===== src/rtl/modt_pkg.sv =====
package modt_pkg;

  typedef enum logic [1:0] {
    EDGE_OFF  = 2'b00,
    EDGE_RISE = 2'b01,
    EDGE_FALL = 2'b10,
    EDGE_BOTH = 2'b11
  } edge_sel_e;

  localparam int unsigned ADDR_W    = 2;
  localparam logic [1:0]  ADDR_CTRL = 2'd0;
  localparam logic [1:0]  ADDR_CNT  = 2'd1;
  localparam logic [1:0]  ADDR_MOD  = 2'd2;

endpackage


===== src/rtl/modt_edge.sv =====
module modt_edge
  import modt_pkg::*;
#(
  parameter int unsigned SYNC_STAGES = 2
) (
  input  logic      clk,
  input  logic      rst_n,
  input  logic      pin_i,
  input  edge_sel_e edge_sel,
  output logic      load_evt
);

  localparam int unsigned HIST_W = SYNC_STAGES + 1;

  logic [HIST_W-1:0] hist_q;
  logic [HIST_W-1:0] hist_d;
  logic              rise;
  logic              fall;

  always_comb begin
    hist_d = {hist_q[HIST_W-2:0], pin_i};
  end

  always_ff @(posedge clk or negedge rst_n) begin
    if (!rst_n) hist_q <= '0;
    else        hist_q <= hist_d;
  end

  always_comb begin
    rise = hist_q[HIST_W-2] & ~hist_q[HIST_W-1];
    fall = ~hist_q[HIST_W-2] & hist_q[HIST_W-1];
    unique case (edge_sel)
      EDGE_RISE: load_evt = rise;
      EDGE_FALL: load_evt = fall;
      EDGE_BOTH: load_evt = rise | fall;
      default:   load_evt = 1'b0;
    endcase
  end

endmodule


===== src/rtl/modt_regs.sv =====
module modt_regs
  import modt_pkg::*;
#(
  parameter int unsigned DATA_W = 16,
  parameter int unsigned CS_W   = 2,
  parameter int unsigned BS_W   = 1
) (
  input  logic              clk,
  input  logic              rst_n,
  input  logic              wr_en,
  input  logic [ADDR_W-1:0] addr,
  input  logic [DATA_W-1:0] wdata,
  input  logic              ovf_evt,
  output logic [CS_W-1:0]   clk_sel,
  output edge_sel_e         edge_sel,
  output logic [BS_W-1:0]   bus_sel,
  output logic              bus_en,
  output logic              irq_en,
  output logic              flag,
  output logic              irq
);

  localparam int unsigned ES_LSB   = CS_W;
  localparam int unsigned BS_LSB   = ES_LSB + 2;
  localparam int unsigned BE_BIT   = BS_LSB + BS_W;
  localparam int unsigned IE_BIT   = BE_BIT + 1;
  localparam int unsigned FLAG_BIT = DATA_W - 1;
  localparam int unsigned CFG_W    = IE_BIT + 1;

  logic [CFG_W-1:0] cfg_q, cfg_d;
  logic             flag_q, flag_d;
  logic             ctrl_wr;

  always_comb begin
    ctrl_wr = wr_en && (addr == ADDR_CTRL);
    cfg_d   = cfg_q;
    if (ctrl_wr) cfg_d = wdata[CFG_W-1:0];
    flag_d = flag_q;
    if (ctrl_wr && wdata[FLAG_BIT]) flag_d = 1'b0;
    if (ovf_evt)                    flag_d = 1'b1;
  end

  always_ff @(posedge clk or negedge rst_n) begin
    if (!rst_n) begin
      cfg_q  <= '0;
      flag_q <= 1'b0;
    end else begin
      cfg_q  <= cfg_d;
      flag_q <= flag_d;
    end
  end

  always_comb begin
    clk_sel  = cfg_q[CS_W-1:0];
    edge_sel = edge_sel_e'(cfg_q[ES_LSB +: 2]);
    bus_sel  = cfg_q[BS_LSB +: BS_W];
    bus_en   = cfg_q[BE_BIT];
    irq_en   = cfg_q[IE_BIT];
    flag     = flag_q;
    irq      = flag_q & cfg_q[IE_BIT];
  end

endmodule


===== src/rtl/modt_counter.sv =====
module modt_counter #(
  parameter int unsigned CNT_W = 16
) (
  input  logic             clk,
  input  logic             rst_n,
  input  logic             adv,
  input  logic             load_evt,
  input  logic             wr_cnt,
  input  logic [CNT_W-1:0] wdata,
  output logic [CNT_W-1:0] cnt_o,
  output logic [CNT_W-1:0] latch_o,
  output logic             ovf_evt
);

  logic [CNT_W-1:0] cnt_q, cnt_d;
  logic [CNT_W-1:0] lat_q, lat_d;
  logic             at_top;

  always_comb begin
    at_top  = &cnt_q;
    ovf_evt = adv && at_top && !wr_cnt;
    cnt_d   = cnt_q;
    lat_d   = lat_q;
    if (wr_cnt) begin
      cnt_d = wdata;
      lat_d = wdata;
    end else if (load_evt || ovf_evt) begin
      cnt_d = lat_q;
    end else if (adv) begin
      cnt_d = cnt_q + 1'b1;
    end
  end

  always_ff @(posedge clk or negedge rst_n) begin
    if (!rst_n) begin
      cnt_q <= '0;
      lat_q <= '0;
    end else begin
      cnt_q <= cnt_d;
      lat_q <= lat_d;
    end
  end

  assign cnt_o   = cnt_q;
  assign latch_o = lat_q;

endmodule


===== src/rtl/modt_tbus.sv =====
module modt_tbus #(
  parameter int unsigned CNT_W     = 16,
  parameter int unsigned NUM_BUSES = 2,
  parameter int unsigned BS_W      = 1
) (
  input  logic [CNT_W-1:0]           cnt,
  input  logic                       bus_en,
  input  logic [BS_W-1:0]            bus_sel,
  output logic [NUM_BUSES*CNT_W-1:0] tbus
);

  for (genvar b = 0; b < NUM_BUSES; b++) begin : g_bus
    always_comb begin
      if (bus_en && (bus_sel == BS_W'(b))) tbus[b*CNT_W +: CNT_W] = cnt;
      else                                 tbus[b*CNT_W +: CNT_W] = '0;
    end
  end

endmodule


===== src/rtl/modulus_timer.sv =====
module modulus_timer
  import modt_pkg::*;
#(
  parameter int unsigned CNT_W     = 16,
  parameter int unsigned NUM_TAPS  = 4,
  parameter int unsigned NUM_BUSES = 2
) (
  input  logic                       clk,
  input  logic                       rst_n,
  input  logic                       run_en,
  input  logic [NUM_TAPS-1:0]        tick_i,
  input  logic                       load_pin,
  input  logic [ADDR_W-1:0]          reg_addr,
  input  logic [CNT_W-1:0]           reg_wdata,
  input  logic                       reg_wr,
  output logic [CNT_W-1:0]           reg_rdata,
  output logic                       irq,
  output logic [NUM_BUSES*CNT_W-1:0] tbus_o
);

  localparam int unsigned CS_W   = (NUM_TAPS > 1) ? $clog2(NUM_TAPS) : 1;
  localparam int unsigned BS_W   = (NUM_BUSES > 1) ? $clog2(NUM_BUSES) : 1;
  localparam int unsigned CFG_W  = CS_W + 2 + BS_W + 2;
  localparam int unsigned PAD_W  = CNT_W - 1 - CFG_W;

  logic [CS_W-1:0]  clk_sel;
  edge_sel_e        edge_sel;
  logic [BS_W-1:0]  bus_sel;
  logic             bus_en;
  logic             irq_en;
  logic             flag_q;
  logic             adv;
  logic             load_evt;
  logic             cnt_wr;
  logic             ovf_evt;
  logic [CNT_W-1:0] cnt_q;
  logic [CNT_W-1:0] latch_q;

  always_comb begin
    adv    = run_en && tick_i[clk_sel];
    cnt_wr = reg_wr && (reg_addr == ADDR_CNT);
  end

  modt_regs #(.DATA_W(CNT_W), .CS_W(CS_W), .BS_W(BS_W)) regs_i (
    .clk      (clk),
    .rst_n    (rst_n),
    .wr_en    (reg_wr),
    .addr     (reg_addr),
    .wdata    (reg_wdata),
    .ovf_evt  (ovf_evt),
    .clk_sel  (clk_sel),
    .edge_sel (edge_sel),
    .bus_sel  (bus_sel),
    .bus_en   (bus_en),
    .irq_en   (irq_en),
    .flag     (flag_q),
    .irq      (irq)
  );

  modt_edge #(.SYNC_STAGES(2)) edge_i (
    .clk      (clk),
    .rst_n    (rst_n),
    .pin_i    (load_pin),
    .edge_sel (edge_sel),
    .load_evt (load_evt)
  );

  modt_counter #(.CNT_W(CNT_W)) cnt_i (
    .clk      (clk),
    .rst_n    (rst_n),
    .adv      (adv),
    .load_evt (load_evt),
    .wr_cnt   (cnt_wr),
    .wdata    (reg_wdata),
    .cnt_o    (cnt_q),
    .latch_o  (latch_q),
    .ovf_evt  (ovf_evt)
  );

  modt_tbus #(.CNT_W(CNT_W), .NUM_BUSES(NUM_BUSES), .BS_W(BS_W)) tbus_i (
    .cnt     (cnt_q),
    .bus_en  (bus_en),
    .bus_sel (bus_sel),
    .tbus    (tbus_o)
  );

  always_comb begin
    unique case (reg_addr)
      ADDR_CTRL: reg_rdata = {flag_q, {PAD_W{1'b0}}, irq_en, bus_en, bus_sel,
                              2'(edge_sel), clk_sel};
      ADDR_CNT:  reg_rdata = cnt_q;
      ADDR_MOD:  reg_rdata = latch_q;
      default:   reg_rdata = '0;
    endcase
  end

endmodule


===== config.mk =====
export PLATFORM = sky130hd
export DESIGN_NAME = modulus_timer
export DESIGN_NICKNAME = d
export VERILOG_FILES = /design/src/rtl/modt_pkg.sv /design/src/rtl/modt_edge.sv /design/src/rtl/modt_regs.sv /design/src/rtl/modt_counter.sv /design/src/rtl/modt_tbus.sv /design/src/rtl/modulus_timer.sv
export SDC_FILE = /design/constraint.sdc
export NUM_CORES = 1
export LEC_CHECK = 0
export BUFFER_PORTS_ARGS = -buffer_cell sky130_fd_sc_hd__buf_4
export CAP_MARGIN = 20
export CORE_ASPECT_RATIO = 0.8
export CORE_MARGIN = 8
export CORE_UTILIZATION = 40
export CTS_CLUSTER_SIZE = 8
export DETAILED_ROUTE_END_ITERATION = 10
export SLEW_MARGIN = 10
export SYNTH_ARGS = -nofsm -noshare
export SYNTH_HDL_FRONTEND = slang
export SYNTH_SLANG_ARGS = --single-unit

===== constraint.sdc =====
create_clock -name clk -period 2.1 [get_ports clk]
set_input_delay 0.42 -clock clk [delete_from_list [all_inputs] [get_ports clk]]
set_output_delay 0.42 -clock clk [all_outputs]
set_load 0.05 [all_outputs]

; Yosys cells after proc, flatten, opt, wreduce, memory -nomap -nowiden
; Index checks and enable logic that the tools add are counted.
[totals]
register_bits = 43
wordCells = 44
[classes]
n_lt_le_gt_ge = 1
n_eq_ne = 5
n_mux = 11
reduce_logical = 14
bitwise = 7
add_sub_neg = 1
[op_table]
columns = cell, count
row1 = 16-bit 2-to-1 mux, 5
row2 = 16-bit one-hot mux with 3 select lines, 1
row3 = "16-bit by 1-bit adder with 16-bit output, second input constant", 1
row4 = 16-bit AND reduction, 1
row5 = 1-bit logical AND, 8
row6 = "2-bit equality test, second input constant", 3
row7 = "2-bit by 1-bit equality test with 1-bit output, second input constant", 2
row8 = 1-bit bitwise AND, 3
row9 = "2-bit by 3-bit < comparator with 1-bit output, second input constant", 1
row10 = 1-bit 2-to-1 mux, 3
row11 = 1-bit inverter, 3
row12 = 1-bit one-hot mux with 3 select lines, 1
row13 = 3-bit nonzero test, 1
row14 = 1-bit binary-select mux with 2-bit select, 1
row15 = 2-bit logical NOT, 1
row16 = 2-bit nonzero test, 1
row17 = 1-bit logical NOT, 1
row18 = 1-bit logical OR, 1
row19 = 1-bit bitwise OR, 1

; Logic depth before layout (Yosys ltp)
[logic_depth]
word_depth = 8
ltp_mapped = 9
depth_no_buf = 8

; By module
; Synthesis repeated with hierarchy kept, for this count alone.
[unflattened]
cells_unflattened = 290
hier_area_um2 = 2796.4
[by_module_without_submodules]
columns = mod, n_inst, seq_area_each_um2, cells_each, area_per_inst_um2
row1 = modt_counter, 1, 800.8, 186, 1749.2
row2 = modulus_timer, 1, 0.0, 34, 325.3
row3 = modt_regs, 1, 200.2, 20, 317.8
row4 = modt_tbus, 1, 0.0, 38, 270.3
row5 = modt_edge, 1, 75.1, 12, 133.9

; Worst setup path after synthesis
; OpenSTA, ideal clock, no wires.
[synth_path]
kind = input -> output
startpoint = input reg_addr[0]
endpoint = output reg_rdata[0]
stages = 3
required_time_ps = 1680
t_arrival_ps = 2064
path_buffers = 1
setup_slack_ps = -384
cell_sequence = buf_1 -> mux2i_1 -> o21ai_0
[synth_via]
elab_chain_cells = 2
[synth_lines]
columns = element, line_no
row1 = start: declaration, modulus_timer.sv:13  ; input logic [ADDR_W-1:0] reg_addr,
row2 = 2-bit equality test (tied with other cells), modulus_timer.sv:88  ; unique case (reg_addr)
row3 = 16-bit one-hot mux with 3 select lines (*), modulus_timer.sv:88
row4 = end: declaration, modulus_timer.sv:16  ; output logic [CNT_W-1:0] reg_rdata,
; Mark *: on every way between the ends. The rest lies on a longest branch, timed or not.

; Worst setup path after layout
[layout_path]
startpoint = register edge_i.hist_q[1]
endpoint = register cnt_i.cnt_q[1], in the netlist cnt_i.cnt_o[1]
[layout_via]
elab_chain_cells = 7
[layout_lines]
columns = element, line_no
row1 = start: declaration, modt_edge.sv:15  ; logic [HIST_W-1:0] hist_q;
row2 = start signal: assignment, modt_edge.sv:26  ; else hist_q <= hist_d;
row3 = 1-bit inverter, modt_edge.sv:31  ; fall = ~hist_q[HIST_W-2] & hist_q[HIST_W-1];
row4 = 1-bit bitwise AND, modt_edge.sv:31
row5 = 1-bit bitwise OR, modt_edge.sv:35  ; EDGE_BOTH: load_evt = rise | fall;
row6 = 1-bit one-hot mux with 3 select lines (*), modt_edge.sv:32  ; unique case (edge_sel)
row7 = 1-bit logical OR (*), modt_counter.sv:27  ; end else if (load_evt || ovf_evt) begin
row8 = 16-bit 2-to-1 mux, modt_counter.sv:27
row9 = 16-bit 2-to-1 mux, modt_counter.sv:24  ; if (wr_cnt) begin
row10 = end signal: assignment, modt_counter.sv:39  ; cnt_q <= cnt_d;
row11 = end: declaration, modt_counter.sv:15  ; logic [CNT_W-1:0] cnt_q, cnt_d;
; Marked as above.
; A chain may end at the register's enable or synchronous reset.

==> impl_results.md <==
* Status: completed
* WHS at 0.1056 ns
* Worst flop-to-flop path endpoint: cnt_i.cnt_o[1]$_DFFE_PN0P_
* # diodes at 0
* Worst skew pair latency at about 0.3 ns
* Initial DRC Count at ~240
* Drt wl/cell at 17.89 um
* Hold/Removal Path Class: in2async
* Post-route cell area at 0.003840 mm^2
* Crit path time final at 1.988 ns
* Peak VDD IR at 459.7 uV
* CP max stage delay at 0.38 ns
* Synthesis-stage register bit count at between 40 and 50
* Post-synth net total at between 300 and 400
* CP Class: reg2reg
* Critical path, cell by cell: inv_1 > ha_1 > or2_1 > a31oi_2 > buf_6 > buf_4 > nand2_4 > a2111oi_4 > nor3_2
* # IOs at 76
* Critical Path Start Type: flop
* Hpwl dp at 6.911 mm
* IO Port Bufs at 75
* Final std cells w/o fill at 510
* Setup violations, final at 0
* Period Utilization, post-route at 0.9466
* Static leakage at 1.907 nW
* GPL Wtd Cong at 0.8095
* Initial Utilization at 0.4131
* RSZ-0062 raised after global routing: false
* Die Footprint at 0.01005 mm^2
* Reg2reg path depth at 9
* Power Total at 0.003916 W
* Highest clock rate at about 0.50 GHz
* CTS Buf Count at 5
* Largest net degree at the start of global routing at 44
* DRC viols at 0
* Normalized max-slew margin at 0.6215
* Placed insts at around 500
* Clock Sinks at 43
* Clock skew at 0.004225 ns
* DR vias/cell at 5.445
* Post-place instance area at between 0.003 and 0.004 mm^2
* Die H at 91.27 um
* Unique masters post-synth at 61
* CP delay by family, top: compound AO/OA/AOI/OAI gates
* P per Cell Area at 1020 mW/mm^2
* Cell Rows at 27
* Max_cap viols at 0
* Total routed wirelength at 9.122 mm
* Nets at between 400 and 500
* Mapped Area at 0.002833 mm^2
* Post-synthesis sequential area ratio at 0.3799
* Vias in the first global route at 2800
* CTS max path bufs at 2
* Commonest non-fill, non-tap cell in the layout: buf_4
* Flop-to-flop setup slack at 0.11 ns
* Mean Syn Cell Area at 8.852 um^2
* Worst Tran Pin Value at 0.5678 ns
* Mapped Cells at 320
* TritonCTS clock tree: built
* Commonest non-fill, non-tap cells in the layout: buf_4, nand2_1, dfrtp_1
* Max Transition Viols Final at 0
* Antenna violations before repair at 0
* First-pass DRT Iterations at 5
* WP data required at 2.28 ns
* Ys Warns at 0
* CP max FO at 6
* CP Capture Type: flop
* Core Footprint at 0.006858 mm^2
* Reg-to-reg startpoint: edge_i.hist_q[1]$_DFF_PN0_
* Vias at 2777
* H-tree levels at 2
* Layout area overhead at 35.56%
* Root buffer cell: clkbuf_8
* Slowest-stage cell, CP: dfrtp_1
* Worst EP arrival at 2.17 ns
* CP Buf/Inv Count at 3
* Fin. Hold Viols at 0
* Register clock-pin slew on the reported worst setup and hold paths at around 0.080 ns
* Tot GR Track Use at 0.1856
* Layout cells sized above 1 at 0.3853
* Die width at 110.1 um
* Gr ovfl total at 0
* Antenna Nets Post-Route at 0
* Global-route wire length before repair at 14.95 mm
[what timing repair did]
action,4_1_cts,5_1_grt
endpoints found under the setup margin,0,14
hold buffers,0,0
resized for setup,0,4
setup buffers,0,3
[logic make-up after synthesis]
kind of cell	Yosys count	share of synthesized area
XOR/XNOR	5	0.01546
AND/OR/NAND/NOR	166	0.3118
multiplexers	16	0.06405
flip-flops	43	0.3799
adder cells (fa/ha/maj)	3	0.01325
buffers and inverters	22	0.03666
AO/OA/AOI/OAI	65	0.1789
[per-stage QoR]
step                      setup slack [ns]  setup TNS (ns)  utilization
after floorplan                   -0.01226        -0.09810            -
after global placement             0.05997               0       0.5408
after detailed placement           0.05693               0       0.5408
after CTS                          0.05049               0       0.5526
after global routing              0.003851               0       0.5599
final                               0.1122               0       0.5599
[final cells by class]
type / instances / area (um^2)
Timing Repair Buffer: 115 / 892.1
Clock inverter: 1 / 5.005
Fill cell: 640 / 3018
Clock buffer: 7 / 76.32
Inverter: 2 / 7.507
Multi-Input combinational cell: 255 / 1674
Tap cell: 87 / 108.9
Sequential cell: 43 / 1076
[per-layer routing]
layer  track usage  routed length [um]  up-vias  share of wire
met4       0.03255                  46        0         0.0050
met2        0.2861                4106      102           0.45
met3       0.03884                 647        6          0.071
met5             0                   0        -              0
li1              -                   -     1337              -
met1        0.2613                4321     1332           0.47
[where the power goes]
| part | internal, W | switching (W) |
|---|---|---|
| registers | 0.00103 | 0.000176 |
| logic | 0.000840 | 0.00135 |
| clock network | 0.000234 | 0.000287 |
| total | 0.00210 | 0.00182 |
[registers in the layout, summed over array words and instances (netlist names)]
signal,cells
regs_i.flag,1
regs_i.cfg_q,7
edge_i.hist_q,3
cnt_i.cnt_o,16
cnt_i.latch_o,16
[synth_stat cells (all sizes together)]
library cell / instances / area share
or2: 1 / 0.0022
o211ai: 3 / 0.0079
and2: 22 / 0.050
nand3b: 2 / 0.0053
inv: 2 / 0.0027
a22o: 8 / 0.025
nor2: 8 / 0.014
a32oi: 2 / 0.0062
buf: 11 / 0.022
clkbuf: 9 / 0.012
a21bo: 1 / 0.0035
dfrtp: 43 / 0.38
mux2i: 8 / 0.028
xnor2: 3 / 0.0093
a221oi: 2 / 0.0084
a21oi: 15 / 0.032
nor3b: 2 / 0.0071
a31oi: 3 / 0.0088
nand3: 10 / 0.019
a211oi: 2 / 0.0071
nand4: 5 / 0.016
a22oi: 1 / 0.0044
and3b: 2 / 0.0062
nor3: 9 / 0.025
and3: 19 / 0.042
nand2: 81 / 0.11
xor2: 2 / 0.0062
ha: 3 / 0.013
o32ai: 1 / 0.0057
a2111oi: 1 / 0.0097
mux2: 7 / 0.028
mux4: 1 / 0.0079
nor4: 2 / 0.0044
o21a: 1 / 0.0027
nor2b: 3 / 0.0066
o22ai: 2 / 0.0044
a21o: 3 / 0.0079
o21ai: 17 / 0.030
o31ai: 2 / 0.012
a32o: 1 / 0.0035
[worst reg2reg max path: stages (launching register included)]
cell and delay, ns:
dfrtp_1 0.38, inv_1 0.06, ha_1 0.18, or2_1 0.22, a31oi_2 0.24, buf_6 0.17
buf_4 0.14, nand2_4 0.10, a2111oi_4 0.35, nor3_2 0.06
[how the worst max path moves through the flow]
stage | startpoint | to | slack, ns | depth (start not counted)
final | edge_i.hist_q[1]$_DFF_PN0_ | cnt_i.cnt_o[1]$_DFFE_PN0P_ | 0.11 | 9
after global routing | edge_i.hist_q[1]$_DFF_PN0_ | cnt_i.cnt_o[1]$_DFFE_PN0P_ | 0.004 | 9
after CTS | reg_addr[1] | reg_rdata[10] | 0.05 | 4
after detailed placement | reg_addr[1] | cnt_i.cnt_o[5]$_DFFE_PN0P_ | 0.06 | 7
after global placement | reg_addr[1] | reg_rdata[10] | 0.06 | 4
after floorplan | reg_addr[0] | reg_rdata[0] | -0.01 | 3
Power figures use the tool's default switching activity.
